===== config.mk =====
export PLATFORM = sky130hd
export DESIGN_NAME = stk_word_eng
export DESIGN_NICKNAME = d
export VERILOG_FILES = /design/src/rtl/stk_pkg.sv /design/src/rtl/stk_ctrl.sv /design/src/rtl/stk_ptr.sv /design/src/rtl/stk_addr_gen.sv /design/src/rtl/stk_word_eng.sv
export SDC_FILE = /design/constraint.sdc
export NUM_CORES = 1
export LEC_CHECK = 0
export ABC_AREA = 1
export BUFFER_PORTS_ARGS = -buffer_cell sky130_fd_sc_hd__buf_2
export CORE_ASPECT_RATIO = 1.2
export CORE_MARGIN = 2
export CORE_UTILIZATION = 46
export CTS_BUF_LIST = sky130_fd_sc_hd__clkbuf_4 sky130_fd_sc_hd__clkbuf_8 sky130_fd_sc_hd__clkbuf_16
export CTS_CLUSTER_DIAMETER = 100
export DETAILED_ROUTE_END_ITERATION = 10
export MAX_ROUTING_LAYER = met4
export PLACE_DENSITY = 0.74
export SLEW_MARGIN = 5
export SYNTH_ARGS = -nofsm -noshare
export SYNTH_HDL_FRONTEND = slang
export SYNTH_SLANG_ARGS = --single-unit

===== constraint.sdc =====
create_clock -name clk -period 4.4 [get_ports clk]
set_input_delay 1.1 -clock clk [delete_from_list [all_inputs] [get_ports clk]]
set_output_delay 1.1 -clock clk [all_outputs]
set_load 0.01 [all_outputs]

===== src/rtl/stk_pkg.sv =====
package stk_pkg;
    typedef enum logic [1:0] {
        ST_IDLE = 2'd0,
        ST_LO   = 2'd1,
        ST_HI   = 2'd2,
        ST_FIN  = 2'd3
    } stk_state_e;

    typedef enum logic {
        OP_PUSH = 1'b0,
        OP_POP  = 1'b1
    } stk_op_e;

    function automatic logic in_byte_cycle(stk_state_e s);
        return (s == ST_LO) || (s == ST_HI);
    endfunction
endpackage


===== src/rtl/stk_ctrl.sv =====
module stk_ctrl
    import stk_pkg::*;
(
    input  logic       clk,
    input  logic       rst,
    input  logic       push_req,
    input  logic       pop_req,
    input  logic       mem_rdy,
    output stk_state_e state,
    output stk_op_e    op,
    output logic       start_push,
    output logic       start_pop,
    output logic       lo_done,
    output logic       hi_done
);
    stk_state_e nxt;

    assign start_push = (state == ST_IDLE) && push_req;
    assign start_pop  = (state == ST_IDLE) && !push_req && pop_req;
    assign lo_done    = (state == ST_LO) && mem_rdy;
    assign hi_done    = (state == ST_HI) && mem_rdy;

    always_comb begin
        nxt = state;
        case (state)
            ST_IDLE: if (start_push || start_pop) nxt = ST_LO;
            ST_LO:   if (mem_rdy) nxt = ST_HI;
            ST_HI:   if (mem_rdy) nxt = ST_FIN;
            default: nxt = ST_IDLE;
        endcase
    end

    always_ff @(posedge clk) begin
        if (rst) begin
            state <= ST_IDLE;
            op    <= OP_PUSH;
        end else begin
            state <= nxt;
            if (start_push)     op <= OP_PUSH;
            else if (start_pop) op <= OP_POP;
        end
    end
endmodule


===== src/rtl/stk_ptr.sv =====
module stk_ptr #(
    parameter int OFS_W = 16
) (
    input  logic             clk,
    input  logic             rst,
    input  logic             load,
    input  logic [OFS_W-1:0] load_val,
    input  logic             dec2,
    input  logic             inc2,
    output logic [OFS_W-1:0] sp
);
    localparam logic [OFS_W-1:0] STEP = OFS_W'(2);

    always_ff @(posedge clk) begin
        if (rst)       sp <= '0;
        else if (dec2) sp <= sp - STEP;
        else if (inc2) sp <= sp + STEP;
        else if (load) sp <= load_val;
    end
endmodule


===== src/rtl/stk_addr_gen.sv =====
module stk_addr_gen #(
    parameter int SEG_W     = 16,
    parameter int OFS_W     = 16,
    parameter int SEG_SHIFT = 4,
    parameter int PA_W      = 20
) (
    input  logic [SEG_W-1:0] seg,
    input  logic [OFS_W-1:0] sp,
    input  logic             hi_sel,
    output logic [PA_W-1:0]  addr
);
    localparam int BASE_W = SEG_W + SEG_SHIFT;

    logic [OFS_W-1:0]  ofs;
    logic [BASE_W-1:0] base_full;
    logic [PA_W-1:0]   base;

    assign ofs       = sp + OFS_W'(hi_sel);
    assign base_full = {seg, {SEG_SHIFT{1'b0}}};
    assign base      = PA_W'(base_full);
    assign addr      = base + PA_W'(ofs);
endmodule


===== src/rtl/stk_word_eng.sv =====
module stk_word_eng
    import stk_pkg::*;
#(
    parameter int SEG_W     = 16,
    parameter int OFS_W     = 16,
    parameter int SEG_SHIFT = 4,
    parameter int PA_W      = 20,
    parameter int BYTE_W    = 8,
    localparam int WORD_W   = 2 * BYTE_W
) (
    input  logic              clk,
    input  logic              rst,
    input  logic [SEG_W-1:0]  stk_seg,
    input  logic              push_req,
    input  logic              pop_req,
    input  logic [WORD_W-1:0] push_word,
    input  logic              ptr_load,
    input  logic [OFS_W-1:0]  ptr_load_val,
    output logic [PA_W-1:0]   mem_addr,
    output logic              mem_wr,
    output logic              mem_rd,
    output logic [BYTE_W-1:0] mem_wdata,
    input  logic [BYTE_W-1:0] mem_rdata,
    input  logic              mem_rdy,
    output logic [WORD_W-1:0] pop_word,
    output logic              done,
    output logic              busy,
    output logic [OFS_W-1:0]  ptr
);
    stk_state_e        state;
    stk_op_e           op;
    logic              start_push, start_pop, lo_done, hi_done;
    logic              load_ok;
    logic [SEG_W-1:0]  seg_q;
    logic [WORD_W-1:0] wr_word_q;
    logic [BYTE_W-1:0] rd_lo_q;

    stk_ctrl i_ctrl (
        .clk        (clk),
        .rst        (rst),
        .push_req   (push_req),
        .pop_req    (pop_req),
        .mem_rdy    (mem_rdy),
        .state      (state),
        .op         (op),
        .start_push (start_push),
        .start_pop  (start_pop),
        .lo_done    (lo_done),
        .hi_done    (hi_done)
    );

    assign load_ok = (state == ST_IDLE) && !push_req && !pop_req && ptr_load;

    stk_ptr #(.OFS_W(OFS_W)) i_ptr (
        .clk      (clk),
        .rst      (rst),
        .load     (load_ok),
        .load_val (ptr_load_val),
        .dec2     (start_push),
        .inc2     (hi_done && (op == OP_POP)),
        .sp       (ptr)
    );

    stk_addr_gen #(
        .SEG_W     (SEG_W),
        .OFS_W     (OFS_W),
        .SEG_SHIFT (SEG_SHIFT),
        .PA_W      (PA_W)
    ) i_addr (
        .seg    (seg_q),
        .sp     (ptr),
        .hi_sel (state == ST_HI),
        .addr   (mem_addr)
    );

    always_ff @(posedge clk) begin
        if (rst) begin
            seg_q     <= '0;
            wr_word_q <= '0;
            rd_lo_q   <= '0;
            pop_word  <= '0;
        end else begin
            if (start_push || start_pop) seg_q <= stk_seg;
            if (start_push) wr_word_q <= push_word;
            if (lo_done && (op == OP_POP)) rd_lo_q <= mem_rdata;
            if (hi_done && (op == OP_POP)) pop_word <= {mem_rdata, rd_lo_q};
        end
    end

    assign mem_wr    = in_byte_cycle(state) && (op == OP_PUSH);
    assign mem_rd    = in_byte_cycle(state) && (op == OP_POP);
    assign mem_wdata = (state == ST_HI) ? wr_word_q[BYTE_W +: BYTE_W]
                                        : wr_word_q[0 +: BYTE_W];
    assign busy      = (state != ST_IDLE);
    assign done      = (state == ST_FIN);
endmodule


==> results.txt <==
- DRC Markers: 0
- Max capacitance violation total: 0
* Post-synth net total: approximately 780
- Highest Clock Rate: 0.2369 GHz
* Arrival @ worst endpoint: 3.12 ns
* Crit path required time: 3.30 ns
- The final number of hold-violating endpoints came to 0.
- Cells fill 58.11% of the core in the end.
- Max H-tree Level: 3
- Core Footprint: ~10000 sq um
- Critical Path End Type: primary output
* Clock Latency Late Sink: 0.34 ns
* CTS tree: done
- Across all register-to-register paths, the minimum setup slack is 2.03 ns.
- In this run the power density over the cells is 641.4 nW/um^2.
- The startpoint identified for the worst hold timing path is seg_q[11].
* Final-report max-slew violation count: 0
- CTS placed an instance of sky130_fd_sc_hd__clkbuf_16 at the clock tree root.
- Setup violations, final: 0
* Netlist Area Pre-Place: approximately 4600 sq um
- Wire length of the first global-routing pass: 21670 um
* Count of filler cells inserted in the layout: 945
* Final critical-path required period: 4.221 ns
* Clock group share of total power: a little over a fifth
* Launch instance of the worst register-to-register path: i_ctrl.state[1]
- In the routed layout, each cell is associated on average with a via count of 5.273.
* Number of global-route vias before repair: 4738
- Classification of the worst-slack hold path: reg -> reg
- Clock-pin slew was measured on the worst setup and hold paths at 0.06 ns.
- Synthesis produced a netlist whose cell count is 699.
- Across the routed clock network, the largest skew measured is 0.006718 ns.
- Cell-internal power: 2.009 mW
* Fraction of layout cells with a size suffix above 1: a little under a quarter
- In this run the worst path has a maximum fanout of 9.
- On the final layout, the worst hold slack is approximately 0.45 ns.
- Part of the power in registers: between 20 and 30%
- Summed over all layers, the routed wires come to 13670 um.
- For this design the static power due to leakage is 2.805 nW.
- In this run, synthesis produced a sequential element count of 75.
* End of the worst hold path: seg_q[11]
* Switching power total: 1.666 mW
- Actual slew at the worst max-slew pin: 0.7553 ns
- Adding up every negative setup slack in the final design gives 0 ns.
- Rows: 40
* Cells on worst reg2reg path: 10
* Yosys warning total: 0
- The floorplan step set the die height to 113.6 um.
* Synth unique cells: 41
- Global routing used 26.07% of the available tracks.
- Half-perimeter wire length after placement: 9967 um
- In the final routed layout, each cell accounts on average for approximately 15 um.
* Post-Syn Area per Cell: 6.585 sq um
- For this configuration, the core starts out at a cell density of between 40 and 50%.
- The final critical path takes up 95.93% of the cycle.
* Number of clock buffers inserted by TritonCTS: 9
* Grt ovf: 0
- Type of the setup path with the least slack: reg -> out
- The worst setup path is launched from a register.
* Nets: 898
* Io pins: 126
- Chip Width: around 95 um
- In this run the tightest slew margin relative to its limit is between 40% and 50%.
- Setup repair after global routing could not meet its margin everywhere.
* Cell depth of the worst hold path: 2
- Once detail routing completed, the nets flagged for antenna violations numbered 0.
- For this run, the detailed router's first-pass iteration total came to 4.
* Run status: finished, final reports clean
* Total Die Area: approximately 11000 sq um
* Via count: roughly 5000
- Switching Fraction: 45.33%
- The number of antenna violations at the first check in global routing came to 0.
- Final design area excluding fillers: between 5000 and 6000 sq um
- Maximum number of buffers from clock root to sink: 2
- Summing the sequential cell areas from Yosys gives between 30% and 40% of the chip area.
- Combinational share of power: 50.4%
* Number of sinks driven by the clock tree: 75
- Pin count of the biggest net entering global routing: 39
- Area after detailed placement: about 5300 sq um
- N_diodes: 0
- Number of DRC violations after detailed-routing iteration 0: a little under 400
- IO Port Bufs: 125
* Layout overhead on the synthesized area: 24.46%
* R2R Path End: i_ptr.sp[3]
* Maximum VDD drop: 0.4660 mV
- The congestion estimate from routability-driven global placement came to 0.9051.
[metal layers]
metal  GRT usage (%)  part of all wire [%]  vias to the layer above
li1                -                     -                     2505
met1           30.17                    43                     2272
met2           43.00                    49                      169
met3           4.624                   5.4                       26
met4           13.04                   2.7                        0
met5               -                     0                        -
[worst max-delay path by stage]
stage,from,to,slack [ns],cells after the start
after floorplan,i_ctrl.state[0],mem_addr[14],0.62,15
after global placement,i_ctrl.state[0],mem_addr[17],0.36,15
after detailed placement,i_ctrl.state[0],mem_addr[14],0.26,16
after CTS,i_ctrl.state[0],mem_addr[14],0.01,16
after global routing,i_ptr.sp[7],mem_addr[19],-0.09,13
final,i_ptr.sp[7],mem_addr[18],0.18,13
[cell usage after synthesis, drive strengths merged]
cell / n / share of area [%]
a21o: 2 / 0.33
o22a: 1 / 0.19
a21boi: 1 / 0.16
or2: 3 / 0.41
o22ai: 2 / 0.27
nor3b: 1 / 0.16
ha: 22 / 6.0
o211ai: 3 / 0.49
a22oi: 1 / 0.16
dfxtp: 75 / 33
o211a: 1 / 0.22
fa: 1 / 0.43
a31oi: 2 / 0.27
nand4: 7 / 0.95
a21oi: 69 / 7.6
nor3: 5 / 0.54
inv: 74 / 6.0
o21ai: 87 / 9.5
nor2: 88 / 7.5
nand3: 44 / 5.0
a211oi: 1 / 0.16
xnor2: 2 / 0.38
o21bai: 1 / 0.16
clkinv: 1 / 0.11
xor2: 21 / 4.0
nand3b: 1 / 0.16
buf: 16 / 2.0
nand2: 152 / 13
clkbuf: 15 / 1.3
[per-stage QoR]
stage,instances,total power [mW],setup slack [ns]
after global placement,925,2.757,0.3551
after detailed placement,925,2.800,0.2570
after CTS,940,3.606,0.01460
after floorplan,699,2.242,0.6187
final,943,3.674,0.1789
after global routing,943,3.963,-0.09184
[power groups by stage]
stage               logic, mW  clock network (mW)  registers, mW
finish                   1.85               0.789           1.03
detailed placement       1.77                   0           1.03
global placement         1.73                   0           1.02
floorplan                1.28                   0          0.966
global route             2.07               0.832           1.06
CTS                      1.78               0.805           1.02
[registers in the layout (all words and copies together), names as in the netlist]
signal	cells
i_ptr.sp	16
i_ctrl.op	1
pop_word	16
seg_q	16
i_ctrl.state	2
rd_lo_q	8
wr_word_q	16
[kinds of logic after synthesis]
logic type / count (synthesis) / share of synthesized area, %
and+or+nand+nor: 301 / 27.62
AOI/OAI and AO/OA: 171 / 19.54
buffers and inverters: 106 / 9.432
DFF: 75 / 32.62
xor gates and xnor gates: 23 / 4.376
adders and majority gates: 23 / 6.415
[placed cells by master (no fill, tap or decap), types with 3 or more instances in the layout]
cell type                   count
sky130_fd_sc_hd__a21oi_1       64
sky130_fd_sc_hd__a21oi_2        5
sky130_fd_sc_hd__buf_2        125
sky130_fd_sc_hd__buf_4          9
sky130_fd_sc_hd__clkbuf_16      9
sky130_fd_sc_hd__dfxtp_1       72
sky130_fd_sc_hd__dfxtp_2        3
sky130_fd_sc_hd__ha_1          18
sky130_fd_sc_hd__inv_1         70
sky130_fd_sc_hd__inv_2          4
sky130_fd_sc_hd__nand2_1      148
sky130_fd_sc_hd__nand2_4        3
sky130_fd_sc_hd__nand3_1       40
sky130_fd_sc_hd__nand3_2        3
sky130_fd_sc_hd__nand4_1        7
sky130_fd_sc_hd__nor2_1        79
sky130_fd_sc_hd__nor2_2         7
sky130_fd_sc_hd__nor3_1         4
sky130_fd_sc_hd__o211ai_1       3
sky130_fd_sc_hd__o21ai_0       79
sky130_fd_sc_hd__o21ai_1        6
sky130_fd_sc_hd__xor2_1        21
[critical path, stage by stage, from the launching register on]
cell	delay (ns)
sky130_fd_sc_hd__dfxtp_1	0.53
sky130_fd_sc_hd__nand2_1	0.14
sky130_fd_sc_hd__nor2_1	0.33
sky130_fd_sc_hd__nand4_1	0.17
sky130_fd_sc_hd__a31oi_1	0.23
sky130_fd_sc_hd__inv_1	0.08
sky130_fd_sc_hd__ha_1	0.35
sky130_fd_sc_hd__a21oi_1	0.26
sky130_fd_sc_hd__nor2_1	0.07
sky130_fd_sc_hd__nor2_1	0.12
sky130_fd_sc_hd__nand3_2	0.12
sky130_fd_sc_hd__nand2_1	0.10
sky130_fd_sc_hd__xor2_1	0.14
sky130_fd_sc_hd__buf_2	0.14
[cell type report]
class	instances	area [sq um]	area share, %
tap	126	157.7	2.752
clock buffer	9	225.2	3.931
clock inverter	6	90.09	1.572
sequential	75	1505	26.27
multi-input combinational	518	2775	48.44
inverter	75	282.8	4.936
timing repair buffer	134	693.2	12.10
[repair_timing]
action	4_1_cts	5_1_grt
endpoints found under the setup margin	7	11
hold endpoints to repair	0	0
hold buffers	0	0
buffers inserted	0	3
pin swaps	1	4
resized for setup	4	24
Note: power is estimated with default switching activity, not from simulation.
